==> config.mk <==
export PLATFORM = sky130hd
export DESIGN_NAME = gpio_port
export DESIGN_NICKNAME = d
export VERILOG_FILES = /design/src/rtl/gpio_pkg.sv /design/src/rtl/gpio_regs.sv /design/src/rtl/gpio_bit_slice.sv /design/src/rtl/gpio_port.sv
export SDC_FILE = /design/constraint.sdc
export NUM_CORES = 1
export LEC_CHECK = 0
export ABC_AREA = 1
export BUFFER_PORTS_ARGS = -buffer_cell sky130_fd_sc_hd__buf_2
export CORE_MARGIN = 5
export CORE_UTILIZATION = 45
export CTS_CLUSTER_SIZE = 16
export DETAILED_ROUTE_END_ITERATION = 6
export MAX_ROUTING_LAYER = met4
export PLACE_DENSITY = 0.71
export REMOVE_ABC_BUFFERS = 1
export SETUP_SLACK_MARGIN = 0.02
export SLEW_MARGIN = 10
export SYNTH_ARGS = -nofsm -noshare
export SYNTH_HDL_FRONTEND = slang
export SYNTH_HIERARCHICAL = 1
export SYNTH_SLANG_ARGS = --single-unit
==> constraint.sdc <==
create_clock -name clk -period 1.3 [get_ports clk]
set_input_delay 0.26 -clock clk [delete_from_list [all_inputs] [get_ports clk]]
set_output_delay 0.26 -clock clk [all_outputs]
set_load 0.02 [all_outputs]
==> src/rtl/gpio_pkg.sv <==
package gpio_pkg;
    localparam int ADDR_W = 3;

    localparam logic [ADDR_W-1:0] A_DATA  = 3'd0;
    localparam logic [ADDR_W-1:0] A_MODE0 = 3'd1;
    localparam logic [ADDR_W-1:0] A_MODE1 = 3'd2;
    localparam logic [ADDR_W-1:0] A_DRIVE = 3'd3;
    localparam logic [ADDR_W-1:0] A_PULL  = 3'd4;

    typedef enum logic [1:0] {
        PM_OUT   = 2'b00,
        PM_BIDIR = 2'b01,
        PM_ALT   = 2'b10
    } pin_mode_e;

    typedef struct packed {
        logic [1:0] mode_code;
        logic       open_drain;
        logic       pull_en;
        logic       master;
    } pin_cfg_t;

    // Code 11 is reserved and folds onto output mode.
    function automatic pin_mode_e decode_mode(input logic [1:0] code);
        case (code)
            2'b01:   return PM_BIDIR;
            2'b10:   return PM_ALT;
            default: return PM_OUT;
        endcase
    endfunction
endpackage

==> src/rtl/gpio_regs.sv <==
module gpio_regs
    import gpio_pkg::*;
#(
    parameter int WIDTH = 8
) (
    input  logic              clk,
    input  logic              rst,
    input  logic [ADDR_W-1:0] bus_addr,
    input  logic              bus_wr,
    input  logic [WIDTH-1:0]  bus_wdata,
    output logic [WIDTH-1:0]  bus_rdata,
    input  logic [WIDTH-1:0]  in_latch,
    output logic [WIDTH-1:0]  master_q,
    output logic [WIDTH-1:0]  mode0_q,
    output logic [WIDTH-1:0]  mode1_q,
    output logic [WIDTH-1:0]  drive_q,
    output logic [WIDTH-1:0]  pull_q
);
    always_ff @(posedge clk) begin
        if (rst) begin
            master_q <= '0;
            mode0_q  <= '0;
            mode1_q  <= '0;
            drive_q  <= '0;
            pull_q   <= '0;
        end else if (bus_wr) begin
            case (bus_addr)
                A_DATA:  master_q <= bus_wdata;
                A_MODE0: mode0_q  <= bus_wdata;
                A_MODE1: mode1_q  <= bus_wdata;
                A_DRIVE: drive_q  <= bus_wdata;
                A_PULL:  pull_q   <= bus_wdata;
                default: ;
            endcase
        end
    end

    always_comb begin
        case (bus_addr)
            A_DATA:  bus_rdata = in_latch;
            A_MODE0: bus_rdata = mode0_q;
            A_MODE1: bus_rdata = mode1_q;
            A_DRIVE: bus_rdata = drive_q;
            A_PULL:  bus_rdata = pull_q;
            default: bus_rdata = '0;
        endcase
    end

    assert_master_write_R2: assert property (@(posedge clk) disable iff (rst)
        (bus_wr && bus_addr == A_DATA) |=> (master_q == $past(bus_wdata)));
endmodule

==> src/rtl/gpio_bit_slice.sv <==
module gpio_bit_slice
    import gpio_pkg::*;
(
    input  logic     clk,
    input  logic     rst,
    input  pin_cfg_t cfg,
    input  logic     instr_start,
    input  logic     instr_end,
    input  logic     periph_out,
    input  logic     periph_conn,
    input  logic     pin_in,
    output logic     in_latch,
    output logic     pad_out,
    output logic     pad_oe,
    output logic     pad_pu
);
    pin_mode_e mode;
    logic      slave_q;
    logic      od_eff;

    assign mode = decode_mode(cfg.mode_code);

    always_ff @(posedge clk) begin
        if (rst) begin
            slave_q  <= 1'b0;
            in_latch <= 1'b0;
        end else begin
            case (mode)
                PM_BIDIR: begin
                    if (instr_start) in_latch <= pin_in;
                    if (instr_end)   slave_q  <= cfg.master;
                end
                PM_ALT: begin
                    if (instr_start) in_latch <= pin_in;
                    slave_q <= periph_conn ? periph_out : 1'b1;
                end
                default: begin
                    if (instr_end) begin
                        slave_q  <= cfg.master;
                        in_latch <= cfg.master;
                    end
                end
            endcase
        end
    end

    always_comb begin
        od_eff  = (mode == PM_BIDIR) || cfg.open_drain;
        pad_out = od_eff ? 1'b0 : slave_q;
        pad_oe  = od_eff ? ~slave_q : 1'b1;
        pad_pu  = (mode == PM_BIDIR) && cfg.pull_en;
    end

    assert_slave_hold_R2: assert property (@(posedge clk) disable iff (rst)
        (!instr_end && mode != PM_ALT) |=> $stable(slave_q));

    assert_out_copy_R3: assert property (@(posedge clk) disable iff (rst)
        (instr_end && mode == PM_OUT) |=>
            (slave_q == $past(cfg.master) && in_latch == $past(cfg.master)));

    assert_od_no_high_R4: assert property (@(posedge clk) disable iff (rst)
        od_eff |-> !(pad_oe && pad_out));

    assert_pin_sample_R5: assert property (@(posedge clk) disable iff (rst)
        (instr_start && (mode == PM_BIDIR || mode == PM_ALT)) |=>
            (in_latch == $past(pin_in)));

    assert_alt_idle_high_R6: assert property (@(posedge clk) disable iff (rst)
        (mode == PM_ALT && !periph_conn) |=> slave_q);

    assert_pull_bidir_only_R8: assert property (@(posedge clk) disable iff (rst)
        pad_pu |-> (cfg.mode_code == 2'b01));
endmodule

==> src/rtl/gpio_port.sv <==
module gpio_port
    import gpio_pkg::*;
#(
    parameter int WIDTH = 8
) (
    input  logic              clk,
    input  logic              rst,
    input  logic [ADDR_W-1:0] bus_addr,
    input  logic              bus_wr,
    input  logic [WIDTH-1:0]  bus_wdata,
    output logic [WIDTH-1:0]  bus_rdata,
    input  logic              instr_start,
    input  logic              instr_end,
    input  logic [WIDTH-1:0]  periph_out,
    input  logic [WIDTH-1:0]  periph_conn,
    input  logic [WIDTH-1:0]  pin_in,
    output logic [WIDTH-1:0]  pad_out,
    output logic [WIDTH-1:0]  pad_oe,
    output logic [WIDTH-1:0]  pad_pu
);
    logic [WIDTH-1:0] in_latch;
    logic [WIDTH-1:0] master_q, mode0_q, mode1_q, drive_q, pull_q;

    gpio_regs #(.WIDTH(WIDTH)) u_regs (
        .clk       (clk),
        .rst       (rst),
        .bus_addr  (bus_addr),
        .bus_wr    (bus_wr),
        .bus_wdata (bus_wdata),
        .bus_rdata (bus_rdata),
        .in_latch  (in_latch),
        .master_q  (master_q),
        .mode0_q   (mode0_q),
        .mode1_q   (mode1_q),
        .drive_q   (drive_q),
        .pull_q    (pull_q)
    );

    for (genvar i = 0; i < WIDTH; i++) begin : g_pin
        pin_cfg_t cfg;
        always_comb begin
            cfg.mode_code  = {mode1_q[i], mode0_q[i]};
            cfg.open_drain = drive_q[i];
            cfg.pull_en    = pull_q[i];
            cfg.master     = master_q[i];
        end

        gpio_bit_slice u_slice (
            .clk         (clk),
            .rst         (rst),
            .cfg         (cfg),
            .instr_start (instr_start),
            .instr_end   (instr_end),
            .periph_out  (periph_out[i]),
            .periph_conn (periph_conn[i]),
            .pin_in      (pin_in[i]),
            .in_latch    (in_latch[i]),
            .pad_out     (pad_out[i]),
            .pad_oe      (pad_oe[i]),
            .pad_pu      (pad_pu[i])
        );
    end
endmodule

==> results.py, run 1 <==
metrics = {
    "status": {
        "run_status": "complete, but fails checks",
        "violations": "negative setup slack",
    },
    "critical_path": {
        "critPathArrivalTime_ns": 1.24,
        "crit_path_end_kind": "output port",
        "start_kind": "input pin",
        "crit_type": "in -> out",
        "required_ns": 1.04,
        "cp_max_fo": 5,
    },
    "synth": {
        "ys_types": 20,
        "avgSynthCellArea_um2": 6.04,
        "yosysSeqAreaShare_pct": 31.6,
        "synth_area_mm2": 0.00354,
        "ys_seq_elements": 56,
        "ys_warn_count": 6,
        "syn_inst": 587,
    },
    "sta": {
        "worstMarginPinSlew_ns": 0.412,
        "fmax_ghz": 0.664,
        "setup_viol_count_final": 32,
        "fin_ws_ns": -0.205,
        "hold_viol_final": 0,
        "layout_min_cycle_time_ns": 1.50,
        "relSlewSlack_pct": 72.5,
        "period_share_pct": 116,
        "finalMaxSlewViolations": 0,
        "worst_clock_skew_ns": 0.00660,
        "rsz0062_at_grt": "yes",
    },
    "power": {
        "power_leakage_nw": 2.56,
        "peakVddDrop_v": 0.000392,
        "power_density_mw_per_mm2": 743,
    },
    "cts": {
        "clkLatencyLatePin_ns": 0.31,
        "hold_buffers": 0,
        "cts.sinks": 56,
        "max-clock-path-buffers": 2,
        "cts_max_level": 2,
        "cts_tree": "yes",
        "cts_buffers": 5,
        "root_buffer": "clkbuf_8",
        "clk_pin_slew_ns": 0.10,
    },
    "detailed_routing": {
        "avgRoutedWirePerCell_um": 13.8,
        "drt_iter0_markers": 248,
        "drt-pass1-iter-count": 5,
        "drt-vias-per-instance": 5.09,
        "drcViolationCount": 0,
        "ant_nets": 0,
        "drt_wl_total_mm": 11.0,
        "vias": 4079,
    },
    "floorplanning": {
        "die_x_um": 98.8,
        "row_count": 32,
        "die_area_mm2": 0.00975,
        "pin_count": 72,
        "initial_core_util_pct": 46.1,
        "core_area_mm2": 0.00769,
        "fp.dieH_um": 98.8,
    },
    "cells_and_area": {
        "diodes": 0,
        "nets": 756,
        "drive_gt1_share_pct": 33.6,
        "final_area_mm2": 0.00503,
        "syn2layout_area_growth_pct": 41.9,
        "postLayoutCoreUtil_pct": 65.4,
    },
    "place": {
        "io_buffers": 71,
        "globalplace.congestion": 0.874,
        "dpl-instance-area_mm2": 0.00427,
        "dp.final_hpwl_mm": 7.46,
    },
    "grt": {
        "grt_max_degree": 29,
        "grt_antenna_before_repair": 0,
        "grtUsageTotal_pct": 22.9,
        "grt_pass1_vias": 3917,
        "overflow": 0,
        "grt_pass1_wl_mm": 18.0,
    },
    "job": {
        "maxCapViolations": 0,
    },
    "min_path": {
        "hold_class": "in -> reg",
    },
}
==> repair_timing <==
item | CTS | global route
resized for setup | 132 | 51
pin swaps | 33 | 42
endpoints found under the setup margin | 32 | 40
buffers inserted | 7 | 4
==> worst max-delay path, stage by stage <==
cell     delay, ns
buf_2         0.13
inv_2         0.11
nand3_1       0.27
nor2_1        0.21
nor2_1        0.06
nand2_1       0.08
buf_6         0.12
==> cells by family (layout without fill, tap and decap cells) <==
kind of cell,count (synthesis),count (layout),share of synthesized area [%]
buffers and inverters,126,239,14.3
AND/OR/NAND/NOR,349,349,42.7
flip-flops,56,56,31.6
adder cells (fa/ha/maj),16,16,5.65
AO/OA/AOI/OAI,40,40,5.65
==> layout by cell type, fill, tap and decap left out <==
cell type    n
dfxtp_4      8
inv_2       22
inv_4        5
a21oi_1     28
nand4_1     38
nand2_4      1
o21ai_0      3
nor2_8       1
o21ai_1      2
nor2_1      84
dfxtp_2     15
nand2_2     12
nor2_4       2
nand2_1    166
nand3_1     30
clkbuf_8     7
inv_1       81
nor2_2       4
nand3_2      3
ha_4        16
dfxtp_1     33
o21ai_2      7
buf_12       2
nor3b_2      8
buf_2       38
buf_4       52
buf_6       32
==> layout make-up <==
class                           count  area [um2]
Clock buffer                        7        96.3
Fill cell                         670        2660
Inverter                          108         418
Multi-Input combinational cell    405        2240
Sequential cell                    56        1170
Tap cell                          102         128
Timing Repair Buffer              124         981
==> per-layer routing <==
layer  track usage, %  up-vias  share of wire (%)
met5                -        -                  0
met4             7.67        0                2.0
met3             3.47       23                6.2
met2             38.1      149                 49
met1             28.4     1862                 43
li1                 -     2045                  -
==> state kept, by name, summed over array words and instances, names as in the netlist <==
name                    cells
u_regs/mode1_q              8
u_regs/drive_q              8
u_regs/master_q             8
u_regs/mode0_q              8
g_pin.u_slice/slave_q       8
g_pin.u_slice/in_latch      8
u_regs/pull_q               8
==> report_power, final <==
part | total, W | internal (W) | switching, W
Combinational | 0.000855 | 0.000364 | 0.000490
Sequential | 0.00184 | 0.00178 | 0.0000617
Clock | 0.00105 | 0.000477 | 0.000570
Total | 0.00374 | 0.00262 | 0.00112
==> final timing paths <==
path	depth (start not counted)	end	slack (ns)	startpoint
max	7	bus_rdata[0]	-0.20	bus_addr[2]
min	4	g_pin[0].u_slice/slave_q	0.22	periph_conn[0]
max reg2reg	9	g_pin[6].u_slice/in_latch	0.04	u_regs/mode0_q[6]
min reg2reg	2	g_pin[1].u_slice/slave_q	0.49	g_pin[1].u_slice/slave_q
==> synth_stat cells (all sizes together) <==
master / number / area [um2]
nor2: 91 / 378
buf: 15 / 91.3
nor3b: 8 / 60.1
dfxtp: 56 / 1120
ha: 16 / 200
nand2: 179 / 674
clkbuf: 3 / 11.3
o21ai: 12 / 60.1
nand4: 38 / 238
nand3: 33 / 165
a21oi: 28 / 140
inv: 108 / 405
==> metrics by stage <==
stage                     hold slack (ns)  worst slack (ns)  instances  setup TNS [ns]  power [W]
after floorplan                     0.329           -0.0827        569          -0.978    0.00224
after global placement              0.455            -0.164        785           -2.25    0.00257
after detailed placement            0.463            -0.202        785           -2.87    0.00259
after CTS                           0.212            -0.167        799           -3.34    0.00369
after global routing                0.232            -0.281        802           -5.40    0.00392
final                               0.221            -0.205        802           -3.41    0.00374
No activity file was read; power rests on OpenSTA's default activity.
==> inputs of run 2 (changes only) <==
--- a/config.mk
+++ b/config.mk
@@ -5,14 +5,13 @@
 export SDC_FILE = /design/constraint.sdc
 export NUM_CORES = 1
 export LEC_CHECK = 0
-export ABC_AREA = 1
 export BUFFER_PORTS_ARGS = -buffer_cell sky130_fd_sc_hd__buf_2
 export CORE_MARGIN = 5
 export CORE_UTILIZATION = 45
 export CTS_CLUSTER_SIZE = 16
 export DETAILED_ROUTE_END_ITERATION = 6
 export MAX_ROUTING_LAYER = met4
-export PLACE_DENSITY = 0.71
+export PLACE_DENSITY = 0.72
 export REMOVE_ABC_BUFFERS = 1
 export SETUP_SLACK_MARGIN = 0.02
 export SLEW_MARGIN = 10
==> run 2 against run 1 <==
The flow still finishes with violations (negative setup slack). Highest routed layer unchanged. Critical path depth down 3. Wire length down 15%. Setup slack worse by 0.12 ns. Sequential power down 2%. Combinational power down 25%. Final area down 6.6%.
==> results.py, run 2 <==
metrics = {
    "synth": {
        "ys_seq_elements": 56,
        "synthTopCellsByArea": "dfxtp_1 (36%), mux2i_1 (7.7%), ha_1 (6.4%)",
        "avgSynthCellArea_um2": 8.97,
        "ys.flop_type": "dfxtp_1",
        "ys_types": 28,
        "synth_common_cells": "dfxtp_1 (56), nand2_1 (40), nor2_1 (33)",
        "yosysTopAreaCell": "dfxtp_1",
        "syn_inst": 350,
        "yosysSeqAreaShare_pct": 35.7,
        "synth_edf_count": 0,
        "yosysMostFrequentCell": "dfxtp_1",
        "synth_top_area_share_pct": 35.7,
        "ys_async_sr_fraction_pct": 0,
        "ys_warn_count": 6,
        "synth_area_mm2": 0.00314,
    },
    "grt": {
        "overflow": 0,
        "grt_max_degree": 25,
        "grtUsageTotal_pct": 21.2,
        "grt_antenna_before_repair": 0,
        "grt_pass1_vias": 2968,
        "grt_pass1_wl_mm": 14.3,
    },
    "sta": {
        "fin_ws_ns": -0.329,
        "worst_clock_skew_ns": 0.00353,
        "whs_ns": 0.139,
        "rsz0062_at_grt": "yes",
        "tns_ns": -6.42,
        "fmax_ghz": 0.614,
        "layout_min_cycle_time_ns": 1.63,
        "period_share_pct": 125,
        "setup_viol_count_final": 34,
        "finalMaxSlewViolations": 0,
        "worstMarginPinSlew_ns": 0.284,
        "relSlewSlack_pct": 80.9,
        "hold_viol_final": 0,
    },
    "detailed_routing": {
        "drcViolationCount": 0,
        "drt_wl_total_mm": 9.41,
        "drt-pass1-iter-count": 4,
        "vias": 3006,
        "drt_iter0_markers": 220,
        "drt-vias-per-instance": 5.32,
        "avgRoutedWirePerCell_um": 16.7,
        "ant_nets": 0,
    },
    "critical_path": {
        "critPathArrivalTime_ns": 1.37,
        "crit_path_end_kind": "output port",
        "crit_type": "reg -> out",
        "start_kind": "flop",
        "cp_max_fo": 4,
        "required_ns": 1.04,
    },
    "place": {
        "io_buffers": 71,
        "dpl-instance-area_mm2": 0.00387,
        "globalplace.congestion": 0.846,
        "place_ws_ns": -0.335,
        "dp.final_hpwl_mm": 6.22,
    },
    "min_path": {
        "hold_class": "in -> reg",
    },
    "floorplanning": {
        "fp.dieH_um": 93.5,
        "die_area_mm2": 0.00874,
        "die_x_um": 93.5,
        "core_area_mm2": 0.00679,
        "pin_count": 72,
        "initial_core_util_pct": 46.2,
        "row_count": 30,
    },
    "cells_and_area": {
        "layout_commonest_cell": "buf_4",
        "final_cell_mix": "buf_4 (61), buf_2 (42), dfxtp_1 (39)",
        "filler_cell_count": 495,
        "diodes": 0,
        "drive_gt1_share_pct": 53.7,
        "final_area_mm2": 0.00470,
        "syn2layout_area_growth_pct": 49.8,
        "nets": 524,
    },
    "cts": {
        "root_buffer": "clkbuf_8",
        "cts_buffers": 5,
        "cts_max_level": 2,
        "cts_tree": "yes",
        "clk_pin_slew_ns": 0.10,
        "clkLatencyLatePin_ns": 0.31,
        "max-clock-path-buffers": 2,
        "cts.sinks": 56,
        "hold_buffers": 0,
    },
    "power": {
        "power_leakage_nw": 1.88,
        "peakVddDrop_v": 0.000502,
        "power_density_mw_per_mm2": 732,
    },
    "status": {
        "run_status": "complete, but fails checks",
        "violations": "negative setup slack",
    },
    "job": {
        "maxCapViolations": 0,
    },
}
-- run 2: changes by cell type after synthesis, moves of 11 or more --
| cell | delta |
|---|---|
| inv_1 | -72 |
| inv_2 | -11 |
| nand4_1 | -38 |
| nand3_1 | -33 |
| nor2b_1 | +19 |
| nor2_1 | -53 |
| mux2i_1 | +24 |
| a21oi_1 | -11 |
| nand2_1 | -138 |
-- run 2: worst max-delay path, cell delays in order, from the launching register on --
cell and delay, ns:
dfxtp_4 0.37, mux2_2 0.27, a32oi_2 0.17, o21ai_2 0.09, buf_4 0.16
-- run 2: repair_timing --
item                       4_1_cts  5_1_grt
buffers inserted                11        5
hold endpoints to repair         0        0
gates resized for setup        123       67
setup endpoints to repair       38       40
pin swaps                       18       17
-- run 2: per-stage QoR --
stage | total power [W] | instances | util, %
detailed placement | 0.00236 | 542 | 56.9
floorplan | 0.00205 | 333 | -
finish | 0.00344 | 565 | 69.2
CTS | 0.00340 | 561 | 64.7
global placement | 0.00235 | 542 | 56.9
global route | 0.00357 | 565 | 69.2
-- run 2: final cells by class --
cell class	instances	area (um2)	area share (%)
Tap cell	96	120	2.56
Multi-Input combinational cell	252	2240	47.6
Sequential cell	56	1170	24.9
Inverter	25	104	2.21
Clock inverter	2	10.0	0.213
Timing Repair Buffer	128	976	20.8
Clock buffer	6	82.6	1.76
-- run 2: power breakdown --
group	internal (W)	switching, W
clock network	0.000427	0.000570
logic	0.000321	0.000323
registers	0.00175	0.0000501
total	0.00250	0.000943
-- run 2: cells by family after synthesis --
kind of cell | share of synthesized area (%)
adder cells (fa/ha/maj) | 6.38
multiplexers | 10.5
buffers and inverters | 6.14
flip-flops | 35.7
AND/OR/NAND/NOR | 27.9
AO/OA/AOI/OAI | 13.3
-- run 2: worst paths after layout --
check                                   startpoint                         to  slack (ns)  cells past startpoint
worst max-delay path             u_regs/mode1_q[2]               bus_rdata[2]       -0.33                      4
worst min register to register  u_regs/master_q[1]         u_regs/master_q[1]        0.49                      2
worst min-delay path                periph_conn[4]   g_pin[4].u_slice/slave_q        0.14                      2
worst max register to register   u_regs/mode1_q[2]  g_pin[2].u_slice/in_latch       -0.10                      6
-- run 2: routing by layer --
| layer | share of wire, % | routed length, um | track usage, % |
|---|---|---|---|
| met1 | 43 | 4070 | 27.5 |
| met2 | 50 | 4710 | 35.2 |
| met3 | 5.0 | 467 | 2.90 |
| met4 | 1.7 | 160 | 5.01 |
| met5 | 0 | 0 | - |
==> inputs of run 3 (changes only) <==
--- a/config.mk
+++ b/config.mk
@@ -11,7 +11,7 @@
 export CTS_CLUSTER_SIZE = 16
 export DETAILED_ROUTE_END_ITERATION = 6
 export MAX_ROUTING_LAYER = met4
-export PLACE_DENSITY = 0.72
+export PLACE_DENSITY = 0.68
 export REMOVE_ABC_BUFFERS = 1
 export SETUP_SLACK_MARGIN = 0.02
 export SLEW_MARGIN = 10
==> run 3 against run 2 <==
The run still ends with negative setup slack left. Non-clock buffer count down 4. Hold slack worse by 0.0077 ns. Clock power up 15%. Largest cell class unchanged. Largest power group unchanged.
==> results.py, run 3 (same netlist as run 2, synthesis figures left out) <==
metrics = {
    "floorplanning": {
        "die_x_um": 93.5,
        "die_area_mm2": 0.00874,
        "fp.dieH_um": 93.5,
        "initial_core_util_pct": 46.2,
        "core_area_mm2": 0.00679,
        "pin_count": 72,
        "row_count": 30,
    },
    "detailed_routing": {
        "drt-vias-per-instance": 5.26,
        "vias": 2949,
        "drt_wl_total_mm": 9.02,
        "ant_nets": 0,
        "avgRoutedWirePerCell_um": 16.1,
        "drt-pass1-iter-count": 4,
        "drt_iter0_markers": 176,
        "drcViolationCount": 0,
    },
    "cts": {
        "cts_tree": "yes",
        "root_buffer": "clkbuf_8",
        "cts_max_level": 2,
        "clk_pin_slew_ns": 0.10,
        "clkLatencyLatePin_ns": 0.32,
        "cts_buffers": 5,
        "cts.sinks": 56,
        "max-clock-path-buffers": 2,
    },
    "sta": {
        "worstMarginPinSlew_ns": 0.313,
        "fin_ws_ns": -0.336,
        "hold_viol_final": 0,
        "relSlewSlack_pct": 79.1,
        "layout_min_cycle_time_ns": 1.64,
        "rsz0062_at_grt": "yes",
        "tns_ns": -6.42,
        "fmax_ghz": 0.611,
        "setup_viol_count_final": 33,
        "worst_clock_skew_ns": 0.0122,
        "period_share_pct": 126,
        "finalMaxSlewViolations": 0,
    },
    "critical_path": {
        "cp_max_fo": 3,
        "rr_endpoint": "g_pin[5].u_slice/in_latch",
        "crit_path_end_kind": "output port",
        "start_kind": "flop",
        "rrSetupSlack_ns": -0.06,
        "crit_type": "reg -> out",
        "critPathArrivalTime_ns": 1.38,
        "worstReg2RegStart": "u_regs/mode1_q[5]",
        "required_ns": 1.04,
        "reg2reg_depth": 6,
    },
    "grt": {
        "grt_max_degree": 48,
        "overflow": 0,
        "grt_antenna_before_repair": 0,
        "grt_pass1_wl_mm": 14.3,
        "grtUsageTotal_pct": 21.1,
        "grt_pass1_vias": 2983,
    },
    "cells_and_area": {
        "final_cell_mix": "buf_4 (62), buf_2 (40), dfxtp_1 (39)",
        "filler_cell_count": 541,
        "nets": 520,
        "diodes": 0,
        "layout_commonest_cell": "buf_4",
        "postLayoutCoreUtil_pct": 67.4,
        "syn2layout_area_growth_pct": 46.0,
        "drive_gt1_share_pct": 52.0,
    },
    "power": {
        "power_leakage_nw": 1.83,
        "power_density_mw_per_mm2": 773,
        "peakVddDrop_v": 0.000421,
    },
    "place": {
        "globalplace.congestion": 0.828,
        "dp.final_hpwl_mm": 6.25,
        "io_buffers": 71,
    },
    "min_path": {
        "hold_path_end": "g_pin[1].u_slice/slave_q",
        "hp-start": "periph_conn[1]",
        "worstHoldPathCells": 2,
        "hold_class": "in -> reg",
    },
    "status": {
        "violations": "negative setup slack",
        "run_status": "complete, but fails checks",
    },
    "job": {
        "maxCapViolations": 0,
    },
}
run 3: worst max path at each step:
stage | startpoint | end | slack (ns) | depth (start not counted)
floorplan | bus_addr[0] | bus_rdata[0] | -0.20 | 3
CTS | u_regs/mode1_q[0] | bus_rdata[0] | -0.32 | 4
finish | u_regs/mode1_q[4] | bus_rdata[4] | -0.34 | 4
global route | u_regs/mode1_q[5] | bus_rdata[5] | -0.37 | 4
global placement | bus_addr[1] | bus_rdata[0] | -0.30 | 6
detailed placement | bus_addr[1] | bus_rdata[5] | -0.29 | 6
run 3: power breakdown:
group / leakage, nW / total, W / internal, W / switching [W]
Sequential: 0.464 / 0.00180 / 0.00176 / 0.0000456
Combinational: 1.32 / 0.000592 / 0.000289 / 0.000304
Clock: 0.0552 / 0.00115 / 0.000573 / 0.000576
Total: 1.83 / 0.00354 / 0.00262 / 0.000926
run 3: repair_timing:
item | in CTS | in global routing
setup buffers | 7 | 2
setup endpoints to repair | 38 | 42
endpoints found under the hold margin | 0 | 0
gates resized for setup | 115 | 52
pin swaps | 15 | 13
hold buffers | 0 | 0
run 3: cell type report:
| type | count | area, um2 | share of cell area [%] |
|---|---|---|---|
| clock buffers | 6 | 72.6 | 1.58 |
| clock inverters | 2 | 35.0 | 0.765 |
| inverters | 25 | 98.8 | 2.16 |
| multi-input cells | 252 | 2170 | 47.3 |
| flip-flops and latches | 56 | 1160 | 25.3 |
| well taps | 96 | 120 | 2.62 |
| repair buffers | 124 | 931 | 20.3 |
run 3: critical path, stage by stage (launching register included):
cell	delay (ns)
dfxtp_2	0.36
mux2_2	0.26
a32oi_1	0.16
o21ai_1	0.12
buf_4	0.17
run 3: metal layers:
metal / vias to the layer above / global-route usage (%) / share of wire [%]
li1: 1455 / - / -
met3: 12 / 2.90 / 4.5
met4: 0 / 5.25 / 1.4
met1: 1404 / 26.6 / 43
met2: 78 / 35.6 / 51
met5: - / - / 0
run 3: metrics by stage:
stage	std cells	total power, W	hold slack (ns)	cell area, um2	worst slack, ns
final	561	0.00354	0.131	4580	-0.336
after global routing	561	0.00367	0.132	4580	-0.373
after CTS	559	0.00352	0.136	4350	-0.315
after detailed placement	544	0.00236	0.472	3870	-0.294
after global placement	544	0.00235	0.464	3870	-0.297
after floorplan	333	0.00205	0.329	3040	-0.198
